$ cat src/rtl/msgch_pkg.sv
package msgch_pkg;
  typedef enum logic [1:0] {
    OP_RD  = 2'b00,
    OP_WR  = 2'b01,
    OP_CNT = 2'b10,
    OP_BAD = 2'b11
  } op_e;
endpackage

$ cat src/rtl/msgch_fifo.sv
module msgch_fifo #(
  parameter int DATA_W = 32,
  parameter int DEPTH  = 4,
  parameter bit BYPASS = 1'b0,
  localparam int PTR_W = $clog2(DEPTH),
  localparam int CNT_W = $clog2(DEPTH + 1)
) (
  input  logic              clk_i,
  input  logic              rst_ni,
  input  logic              push_i,
  input  logic [DATA_W-1:0] push_data_i,
  input  logic              pop_i,
  output logic [DATA_W-1:0] head_o,
  output logic              full_o,
  output logic              empty_o,
  output logic [CNT_W-1:0]  level_o,
  output logic              push_ok_o,
  output logic              pop_ok_o
);
  localparam logic [CNT_W-1:0] FULL_LVL = CNT_W'(DEPTH);
  localparam logic [PTR_W-1:0] LAST_PTR = PTR_W'(DEPTH - 1);

  logic [DATA_W-1:0] mem_q [DEPTH];
  logic [PTR_W-1:0]  rd_ptr_q, wr_ptr_q;
  logic [CNT_W-1:0]  level_q;
  logic              byp, do_wr, do_rd;

  assign full_o  = (level_q == FULL_LVL);
  assign empty_o = (level_q == '0);
  assign level_o = level_q;

  // variant: inbound queues hand a word straight through when empty
  if (BYPASS) begin : g_byp
    assign byp    = empty_o & push_i & pop_i;
    assign head_o = empty_o ? push_data_i : mem_q[rd_ptr_q];
  end else begin : g_nobyp
    assign byp    = 1'b0;
    assign head_o = mem_q[rd_ptr_q];
  end

  assign pop_ok_o  = pop_i & (~empty_o | byp);
  assign push_ok_o = push_i & (~full_o | pop_i);
  assign do_wr     = push_ok_o & ~byp;
  assign do_rd     = pop_ok_o & ~byp;

  always_ff @(posedge clk_i) begin
    if (do_wr) mem_q[wr_ptr_q] <= push_data_i;
  end

  always_ff @(posedge clk_i or negedge rst_ni) begin
    if (!rst_ni) begin
      rd_ptr_q <= '0;
      wr_ptr_q <= '0;
      level_q  <= '0;
    end else begin
      if (do_wr) wr_ptr_q <= (wr_ptr_q == LAST_PTR) ? '0 : wr_ptr_q + 1'b1;
      if (do_rd) rd_ptr_q <= (rd_ptr_q == LAST_PTR) ? '0 : rd_ptr_q + 1'b1;
      case ({do_wr, do_rd})
        2'b10:   level_q <= level_q + 1'b1;
        2'b01:   level_q <= level_q - 1'b1;
        default: level_q <= level_q;
      endcase
    end
  end
endmodule

$ cat src/rtl/msgch_decode.sv
module msgch_decode
  import msgch_pkg::*;
#(
  parameter int          NUM_CH   = 8,
  parameter int          CH_W     = 7,
  parameter int          DATA_W   = 32,
  parameter int          CNT_W    = 3,
  parameter logic [NUM_CH-1:0] DIR_MASK = '0
) (
  input  logic                           req_valid_i,
  input  op_e                            op_i,
  input  logic [CH_W-1:0]                ch_i,
  input  logic [NUM_CH-1:0]              push_ok_i,
  input  logic [NUM_CH-1:0]              pop_ok_i,
  input  logic [NUM_CH-1:0][DATA_W-1:0]  head_i,
  input  logic [NUM_CH-1:0][CNT_W-1:0]   cnt_i,
  output logic [NUM_CH-1:0]              wr_sel_o,
  output logic [NUM_CH-1:0]              rd_sel_o,
  output logic                           done_o,
  output logic [DATA_W-1:0]              data_o,
  output logic                           err_o
);
  logic              in_rng, s_out, s_push_ok, s_pop_ok;
  logic [DATA_W-1:0] s_head;
  logic [CNT_W-1:0]  s_cnt;

  for (genvar c = 0; c < NUM_CH; c++) begin : g_sel
    logic hit;
    assign hit         = req_valid_i & (ch_i == CH_W'(c));
    assign wr_sel_o[c] = hit & (op_i == OP_WR) & DIR_MASK[c];
    assign rd_sel_o[c] = hit & (op_i == OP_RD) & ~DIR_MASK[c];
  end

  always_comb begin
    in_rng    = 1'b0;
    s_out     = 1'b0;
    s_push_ok = 1'b0;
    s_pop_ok  = 1'b0;
    s_head    = '0;
    s_cnt     = '0;
    for (int i = 0; i < NUM_CH; i++) begin
      if (ch_i == CH_W'(i)) begin
        in_rng    = 1'b1;
        s_out     = DIR_MASK[i];
        s_push_ok = push_ok_i[i];
        s_pop_ok  = pop_ok_i[i];
        s_head    = head_i[i];
        s_cnt     = cnt_i[i];
      end
    end
  end

  always_comb begin
    done_o = 1'b0;
    err_o  = 1'b0;
    data_o = '0;
    if (req_valid_i) begin
      unique case (op_i)
        OP_CNT: begin
          done_o = 1'b1;
          err_o  = ~in_rng;
          if (in_rng) data_o = {{(DATA_W-CNT_W){1'b0}}, s_cnt};
        end
        OP_WR: begin
          if (in_rng && s_out) done_o = s_push_ok;
          else begin
            done_o = 1'b1;
            err_o  = 1'b1;
          end
        end
        OP_RD: begin
          if (in_rng && !s_out) begin
            done_o = s_pop_ok;
            if (s_pop_ok) data_o = s_head;
          end else begin
            done_o = 1'b1;
            err_o  = 1'b1;
          end
        end
        default: begin
          done_o = 1'b1;
          err_o  = 1'b1;
        end
      endcase
    end
  end
endmodule

$ cat src/rtl/msgch_stall.sv
module msgch_stall (
  input  logic clk_i,
  input  logic rst_ni,
  input  logic req_valid_i,
  input  logic done_i,
  output logic stall_o
);
  logic stall_q;

  always_ff @(posedge clk_i or negedge rst_ni) begin
    if (!rst_ni) stall_q <= 1'b0;
    else         stall_q <= req_valid_i & ~done_i;
  end

  assign stall_o = stall_q;
endmodule

$ cat src/rtl/msgch_bank.sv
module msgch_bank
  import msgch_pkg::*;
#(
  parameter int                NUM_CH   = 8,
  parameter int                CH_W     = 7,
  parameter int                DATA_W   = 32,
  parameter int                DEPTH    = 4,
  parameter logic [NUM_CH-1:0] DIR_MASK = 8'h0F
) (
  input  logic                     clk_i,
  input  logic                     rst_ni,
  input  logic                     req_valid_i,
  input  logic [1:0]               req_op_i,
  input  logic [CH_W-1:0]          req_ch_i,
  input  logic [DATA_W-1:0]        req_wdata_i,
  output logic                     rsp_done_o,
  output logic [DATA_W-1:0]        rsp_data_o,
  output logic                     rsp_err_o,
  output logic                     stall_o,
  output logic [NUM_CH-1:0]        dn_valid_o,
  output logic [NUM_CH*DATA_W-1:0] dn_data_o,
  input  logic [NUM_CH-1:0]        dn_pop_i,
  output logic [NUM_CH-1:0]        up_ready_o,
  input  logic [NUM_CH-1:0]        up_push_i,
  input  logic [NUM_CH*DATA_W-1:0] up_data_i
);
  localparam int CNT_W = $clog2(DEPTH + 1);
  localparam logic [CNT_W-1:0] CAP = CNT_W'(DEPTH);

  logic [NUM_CH-1:0]             wr_sel, rd_sel, push_ok_v, pop_ok_v;
  logic [NUM_CH-1:0][DATA_W-1:0] head_v;
  logic [NUM_CH-1:0][CNT_W-1:0]  cnt_v;

  for (genvar c = 0; c < NUM_CH; c++) begin : g_ch
    logic              push, pop, full, empty, push_ok, pop_ok;
    logic [DATA_W-1:0] pdata, head;
    logic [CNT_W-1:0]  level;
    logic              unused_ch;

    if (DIR_MASK[c]) begin : g_out
      assign push  = wr_sel[c];
      assign pdata = req_wdata_i;
      assign pop   = dn_pop_i[c];
      msgch_fifo #(.DATA_W(DATA_W), .DEPTH(DEPTH), .BYPASS(1'b0)) u_q (
        .clk_i, .rst_ni,
        .push_i(push), .push_data_i(pdata), .pop_i(pop),
        .head_o(head), .full_o(full), .empty_o(empty), .level_o(level),
        .push_ok_o(push_ok), .pop_ok_o(pop_ok)
      );
      assign dn_valid_o[c]                 = ~empty;
      assign dn_data_o[c*DATA_W +: DATA_W] = head;
      assign up_ready_o[c]                 = 1'b0;
      assign cnt_v[c]                      = CAP - level;
      assign head_v[c]                     = '0;
      assign push_ok_v[c]                  = push_ok;
      assign pop_ok_v[c]                   = 1'b0;
      assign unused_ch = ^{up_push_i[c], up_data_i[c*DATA_W +: DATA_W],
                           rd_sel[c], full, pop_ok};
    end else begin : g_in
      assign push  = up_push_i[c];
      assign pdata = up_data_i[c*DATA_W +: DATA_W];
      assign pop   = rd_sel[c];
      msgch_fifo #(.DATA_W(DATA_W), .DEPTH(DEPTH), .BYPASS(1'b1)) u_q (
        .clk_i, .rst_ni,
        .push_i(push), .push_data_i(pdata), .pop_i(pop),
        .head_o(head), .full_o(full), .empty_o(empty), .level_o(level),
        .push_ok_o(push_ok), .pop_ok_o(pop_ok)
      );
      assign dn_valid_o[c]                 = 1'b0;
      assign dn_data_o[c*DATA_W +: DATA_W] = '0;
      assign up_ready_o[c]                 = ~full;
      assign cnt_v[c]                      = level;
      assign head_v[c]                     = head;
      assign push_ok_v[c]                  = 1'b0;
      assign pop_ok_v[c]                   = pop_ok;
      assign unused_ch = ^{dn_pop_i[c], wr_sel[c], empty, push_ok};
    end
  end

  msgch_decode #(
    .NUM_CH(NUM_CH), .CH_W(CH_W), .DATA_W(DATA_W), .CNT_W(CNT_W), .DIR_MASK(DIR_MASK)
  ) u_dec (
    .req_valid_i, .op_i(op_e'(req_op_i)), .ch_i(req_ch_i),
    .push_ok_i(push_ok_v), .pop_ok_i(pop_ok_v), .head_i(head_v), .cnt_i(cnt_v),
    .wr_sel_o(wr_sel), .rd_sel_o(rd_sel),
    .done_o(rsp_done_o), .data_o(rsp_data_o), .err_o(rsp_err_o)
  );

  msgch_stall u_stall (
    .clk_i, .rst_ni, .req_valid_i, .done_i(rsp_done_o), .stall_o
  );
endmodule

$ cat config.mk
export PLATFORM = sky130hd
export DESIGN_NAME = msgch_bank
export DESIGN_NICKNAME = d
export VERILOG_FILES = /design/src/rtl/msgch_pkg.sv /design/src/rtl/msgch_fifo.sv /design/src/rtl/msgch_decode.sv /design/src/rtl/msgch_stall.sv /design/src/rtl/msgch_bank.sv
export SDC_FILE = /design/constraint.sdc
export NUM_CORES = 1
export LEC_CHECK = 0
export ABC_AREA = 0
export BUFFER_PORTS_ARGS = -buffer_cell sky130_fd_sc_hd__buf_4
export CAP_MARGIN = 40
export CORE_MARGIN = 2
export CORE_UTILIZATION = 57
export CTS_CLUSTER_DIAMETER = 150
export CTS_CLUSTER_SIZE = 40
export DETAILED_ROUTE_END_ITERATION = 6
export HOLD_SLACK_MARGIN = 0.08
export PLACE_DENSITY = 0.85
export SYNTH_ARGS = -nofsm -noshare
export SYNTH_HDL_FRONTEND = slang
export SYNTH_SLANG_ARGS = --single-unit
export TNS_END_PERCENT = 30
$ cat constraint.sdc
create_clock -name clk_i -period 3.6 [get_ports clk_i]
set_clock_uncertainty 0.1 [all_clocks]
set_input_delay 0.36 -clock clk_i [delete_from_list [all_inputs] [get_ports clk_i]]
set_output_delay 0.36 -clock clk_i [all_outputs]
set_load 0.03 [all_outputs]
-- Word-level counts from Yosys, hierarchy flattened
Memories as Yosys holds them, arrays and structs flattened.
Index checks and enable logic that the tools add are counted.
- memories kept: 8
- output and inout bits: 307
- word-level logic and storage cells: 315
- RAM bits: 1024
- bits in registers: 57
- memory list (name ; depth ; bits a word ; read ports ; clocked after memory_dff ; wr ports ; RTL line ; source):
    g_ch[0].g_out.u_q.mem_q ; 4 ; 32 ; 1 ; 0 ; 1 ; msgch_fifo.sv:23 ; logic [DATA_W-1:0] mem_q [DEPTH];
    g_ch[1].g_out.u_q.mem_q ; 4 ; 32 ; 1 ; 0 ; 1 ; msgch_fifo.sv:23 ;
    g_ch[2].g_out.u_q.mem_q ; 4 ; 32 ; 1 ; 0 ; 1 ; msgch_fifo.sv:23 ;
    g_ch[3].g_out.u_q.mem_q ; 4 ; 32 ; 1 ; 0 ; 1 ; msgch_fifo.sv:23 ;
    g_ch[4].g_in.u_q.mem_q ; 4 ; 32 ; 1 ; 0 ; 1 ; msgch_fifo.sv:23 ;
    g_ch[5].g_in.u_q.mem_q ; 4 ; 32 ; 1 ; 0 ; 1 ; msgch_fifo.sv:23 ;
    +2 memories ; n/a ; n/a ; n/a ; n/a ; n/a ; n/a ;
- mux-type cells: 93
- equal/unequal tests: 49
- add/subtract/negate cells: 36
- reduce and logical (&&, ||, !) cells: 21
- bitwise operators: 83
- operator list (kind ; number):
    $mux 32 ; 11
    $pmux 32 s2 ; 1
    $eq 2x2->1 const B ; 25
    $and 1x1->1 ; 49
    $pmux 3 s2 ; 8
    $mux 1 ; 46
    $add 2x1->2 const B ; 16
    $mux 2 ; 16
    $eq 7x3->1 const B ; 4
    $mux 3 ; 9
    $add 3x1->3 const B ; 8
    $eq 3x3->1 const B ; 8
    $logic_not 3->1 ; 8
    $sub 3x1->3 const B ; 8
    $not 1->1 ; 22
    $eq 2x1->1 const B ; 9
    $reduce_bool 2->1 ; 8
    $eq 7x2->1 const B ; 2
    $or 1x1->1 ; 12
    $sub 3x3->3 const A ; 4
    $eq 7x1->1 const B ; 1
    $logic_not 7->1 ; 1
    $pmux 1 s3 ; 1
    $logic_and 1x1->1 ; 2
    3 further kinds ; 3

-- Logic depth before layout (Yosys ltp)
- depth in word-level cells: 17
- gate-level depth with buffers: 13

-- Modules after synthesis
A second synthesis with hierarchy kept.
- cell total of the unflattened synthesis: 2303
- area, all modules: 47130.2 µm²
- modules (own cells, without submodules) (module ; area each (µm²) ; times used ; cells an instance):
    msgch_fifo at g_ch[4].g_in.u_q ... ; 5657.9 ; 4 ; 250
    msgch_fifo at g_ch[0].g_out.u_q ... ; 5142.4 ; 3 ; 209
    msgch_fifo at g_ch[1].g_out.u_q ; 5141.2 ; 1 ; 210
    msgch_decode ; 2721.4 ; 1 ; 303
    msgch_bank ; 1169.9 ; 1 ; 161
    msgch_stall ; 38.8 ; 1 ; 2

-- Worst setup path after synthesis
Ideal clock, no wire load.
- kind: input -> register
- start point: in req_ch_i[6]
- end point: mem g_ch[6].g_in.u_q.mem_q[0][0], enable pin
- data arrival time: 2.420 ns
- cell stages on the path: 5
- slack: 0.688 ns
- data required time: 3.108 ns
- library setup time: 0.392 ns
- buffers on the path: 0
- cell sequence: or4_4 nor4_4 a21o_1 o21a_1 and3_1
- word-level cells in the longest chain between the ends: 8
- elaborated cells between the ends (all ways): 10
- classes of those cells: eq/ne (1); mux (2); bitwise (7)
- RTL lines (item ; RTL line ; source):
    start: declaration ; msgch_bank.sv:14 ; input logic [CH_W-1:0] req_ch_i,
    $eq 7x3->1 * ; msgch_decode.sv:29 ; assign hit = req_valid_i & (ch_i == CH_W'(c));
    $and 1x1->1 * ; msgch_decode.sv:29 ;
    $and 1x1->1 * ; msgch_decode.sv:31 ; assign rd_sel_o[c] = hit & (op_i == OP_RD) & ~DIR_MASK[c];
    $or 1x1->1 / $and 1x1->1 (equally long branches) ; msgch_fifo.sv:42, msgch_fifo.sv:34 ;
    $and 1x1->1 / $not 1->1 (equally long branches) ; msgch_fifo.sv:42, msgch_fifo.sv:43 ;
    $and 1x1->1 * ; msgch_fifo.sv:43 ; assign do_wr = push_ok_o & ~byp;
    $mux 1 * ; msgch_fifo.sv:47 ; if (do_wr) mem_q[wr_ptr_q] <= push_data_i;
    $mux 1 (not written as such) * ; msgch_fifo.sv:47 ;
    end: declaration ; msgch_fifo.sv:23 ;
Mark *: on every way between the ends. The rest lies on a longest branch, timed or not.

-- Worst setup path after layout
- start point: reg g_ch[4].g_in.u_q.level_q[0]
- end point: out rsp_data_o[9]
- word-level cells in the longest chain between the ends: 13
- elaborated cells between the ends (all ways): 19
- classes of those cells: mux (13); bitwise (5); reduce/logical (1)
- RTL lines (item ; RTL line ; source):
    start: declaration ; msgch_fifo.sv:25 ; logic [CNT_W-1:0] level_q;
    start signal: assignment ; msgch_fifo.sv:59 ; 2'b10: level_q <= level_q + 1'b1;
    start signal: assignment ; msgch_fifo.sv:60 ; 2'b01: level_q <= level_q - 1'b1;
    start signal: assignment ; msgch_fifo.sv:61 ; default: level_q <= level_q;
    $logic_not 3->1 * ; msgch_fifo.sv:29 ; assign empty_o = (level_q == '0);
    $and 1x1->1 (2 in series) ; msgch_fifo.sv:34 ; assign byp = empty_o & push_i & pop_i;
    $or 1x1->1 ; msgch_fifo.sv:41 ; assign pop_ok_o = pop_i & (~empty_o | byp);
    $and 1x1->1 ; msgch_fifo.sv:41 ;
    $mux 1 (4 in series) ; msgch_decode.sv:42 ; if (ch_i == CH_W'(i)) begin
    $mux 32 * ; msgch_decode.sv:74 ; if (s_pop_ok) data_o = s_head;
    $mux 32 * ; msgch_decode.sv:72 ; if (in_rng && !s_out) begin
    $pmux 32 s2 * ; msgch_decode.sv:58 ; unique case (op_i)
    $mux 32 * ; msgch_decode.sv:57 ; if (req_valid_i) begin
    end: declaration ; msgch_bank.sv:17 ; output logic [DATA_W-1:0] rsp_data_o,
Marks and branches as above.

==> reports/summary.txt <==
Crit Path Category - reg -> out
Share of layout cells above drive strength 1 - 27.7%
Hold Path Class - in -> reg
DRT iter0 DRCs - 2,963
GPL Wtd Cong - 0.847
Tot GR Track Use - 27.1%
Hold Vio Cnt, Final - 0
Core box area - 0.0772 mm^2
Fmax - 0.280 GHz
Most frequent cells in the layout - edfxtp_1, buf_4, mux4_2
Register area - 0.0322 mm^2
Final instance area - 0.0508 mm^2
Starting Density - 57.3%
Net Sw Power - 0.0105 W
Register area share after synthesis - 72.7%
Initial antenna violation count - 22
DR vias - 24,259
Minimum clock period - 3.57 ns
PwrDens - 622 mW/mm^2
Predominant post-synthesis flop cell - edfxtp_1
PortBufs - 350
Placed cell areas - 0.0481 mm^2
Total grt overflow - 0
Placed cells - 3,706
Max-slew headroom - 40.6%
Switching Fraction - 33.4%
Clock Latency Late Sink - 0.70 ns
Final non-filler cell total - 3,948
First-pass GRT wire length - 158,000 um
DR WL/cell - 27.9 um
DIE AREA - 0.0799 mm^2
Static Leak - 17.6 nW
DRC - 0
Synth cell types - 63
Final worst-path cycle share - 99.3%
Max clock buf depth - 3
Yosys warnings - 0
Die Span X - 283 um
Crit path capture type - output port
Startpoint Class - flip-flop
Critical Path RT - 3.14 ns
Cells after Synth - 2,349
CTS buffer count - 31
Maximum number of pins on one net before global-route repair - 58
Row cnt - 102
Vias per Instance - 6.14
Synthesis-stage register bit count - 1,081
Max Cap Viol - 0
Number of fill cells in the layout - 4,825
Internal Pwr Total - 0.0211 W
CTS tree - built
Clock Sinks - 1,081
HPWL Detailed - 68,900 um
Number of flops mapped to enable cells by yosys - 1,024
Net count reported at finish - 3,251
H-tree levels - 1
Clock network power share - 16.2%
DIE HEIGHT - 283 um
Status - finished, final reports clean
WL final - 110,000 um
Mapped Area - 0.0443 mm^2
Final Slew Violations - 0
Clock transition at the registers of the reported paths - 0.15 ns
Commonest non-fill, non-tap cell in the layout - edfxtp_1
Area of the multi-input gates - 0.0109 mm^2
Worst Max-Slew Pin Slew - 0.892 ns
Combinational power share - 33.0%
Vias in the first global route - 24,447
IO Pins - 623
Clk Tree Root Cell - clkbuf_16
Avg Cell Area, Syn - 18.8 um^2
Drt pass-1 iters - 5
Asr flop ratio synth - 5.27%
Layout Area Growth over Synthesis - 14.7%
Critical Path Fanout Max - 18
Arr. time, crit path - 3.11 ns
RSZ-0062 raised after global routing - true
Register share of total power - 50.7%
Final setup viols - 0
Maximum vdd ir drop - 0.000511 V
Antenna Nets Post-Route - 0
## power groups by stage
stage          logic [W]  clock network, W  registers [W]
2_1_floorplan    0.00675                 0         0.0159
6_report          0.0104           0.00513         0.0160
4_1_cts           0.0104           0.00518         0.0160
3_3_place_gp     0.00971                 0         0.0162
5_1_grt           0.0110           0.00556         0.0162
3_5_place_dp      0.0101                 0         0.0163
## kinds of logic (layout without fill, tap and decap cells)
group           Yosys count  after routing  share of synthesized area, %
mux                     298            298                          14.1
xor+xnor                 27             27                         0.534
buf+inv                 317            725                          3.94
other cells               1            152                       0.00847
flops                  1081           1081                          72.7
simple gates            334            334                          3.48
fa+ha+maj                68             68                          2.06
compound gates          223            223                          3.18
## critical path, cell delays in order (launching register included)
cell,delay [ns]
dfrtp_1,0.50
nor3_4,0.24
buf_4,0.31
buf_6,0.28
a21oi_1,0.13
a22oi_1,0.40
o22ai_1,0.13
nor2_1,0.19
buf_4,0.20
## metal layers
layer  global-route usage, %  vias up  routed length, um
met5                       0        -                124
met4                    10.9       20               5330
met3                    5.91      266              12000
met2                    46.2     1555              55800
met1                    34.2    12415              36800
li1                        -    10003                  -
## repair_timing
action,4_1_cts,5_1_grt
resized for setup,9,11
endpoints found under the hold margin,1091,0
endpoints found under the setup margin,18,18
hold buffers,167,0
buffers inserted,0,1
## final timing paths
kind | slack, ns | depth (start not counted) | to | start
max reg2reg | 0.58 | 9 | u_stall.stall_o$_DFF_PN0_ | g_ch[2].g_out.u_q.level_o[0]$_DFFE_PN0P_
min | 0.11 | 4 | g_ch[1].g_out.u_q.rd_ptr_q[1]$_DFFE_PN0P_ | dn_pop_i[1]
max in group asynchronous | 2.53 | 2 | g_ch[3].g_out.u_q.rd_ptr_q[0]$_DFFE_PN0P_ | rst_ni
min reg2reg | 0.39 | 1 | g_ch[2].g_out.u_q.level_o[0]$_DFFE_PN0P_ | g_ch[2].g_out.u_q.level_o[0]$_DFFE_PN0P_
max | 0.03 | 8 | rsp_data_o[9] | g_ch[4].g_in.u_q.level_o[0]$_DFFE_PN0P_
min in group asynchronous | 0.19 | 2 | g_ch[6].g_in.u_q.rd_ptr_q[1]$_DFFE_PN0P_ | rst_ni
## sequential cells by signal (all words and copies together), names as in the netlist
register,count
g_ch.g_in.u_q.mem_q,512
g_ch.g_out.u_q.mem_q,512
g_ch.g_out.u_q.rd_ptr_q,8
g_ch.g_out.u_q.level_o,12
g_ch.g_in.u_q.level_o,12
u_stall.stall_o,1
g_ch.g_in.u_q.rd_ptr_q,8
g_ch.g_out.u_q.wr_ptr_q,8
g_ch.g_in.u_q.wr_ptr_q,8
## Yosys cell counts (all sizes together), types with 14 or more instances
master,count,area [um^2]
a21oi,97,485
a22oi,46,345
and2,18,113
and3,19,119
buf,179,1230
clkbuf,79,297
dfrtp,57,1430
edfxtp,1024,30700
ha,60,751
inv,59,221
mux2,24,293
mux2i,17,170
mux4,257,5790
nand2,162,611
nand3,33,170
nor2,70,268
o21ai,23,115
o22ai,22,138
xor2,14,123
## final cells by class
cell class | instances | area share (%)
Timing Repair Buffer | 608 | 10.2
Sequential cell | 1081 | 63.4
Antenna cell | 16 | 0.0788
Clock inverter | 2 | 0.0764
Clock buffer | 56 | 1.71
Tap cell | 1040 | 2.56
Inverter | 59 | 0.436
Multi-Input combinational cell | 1086 | 21.5
## through the flow
step	total power, W	util, %	worst slack (ns)	setup TNS, ns	hold WS (ns)
after floorplan	0.0226	-	0.688	0	-0.0356
after global placement	0.0259	62.2	0.544	0	0.362
after detailed placement	0.0264	62.3	0.464	0	0.368
after CTS	0.0316	65.6	0.00226	0	0.0854
after global routing	0.0327	65.8	-0.0458	-0.0458	0.117
final	0.0316	65.8	0.0257	0	0.113
(Power assumes the default switching activity.)
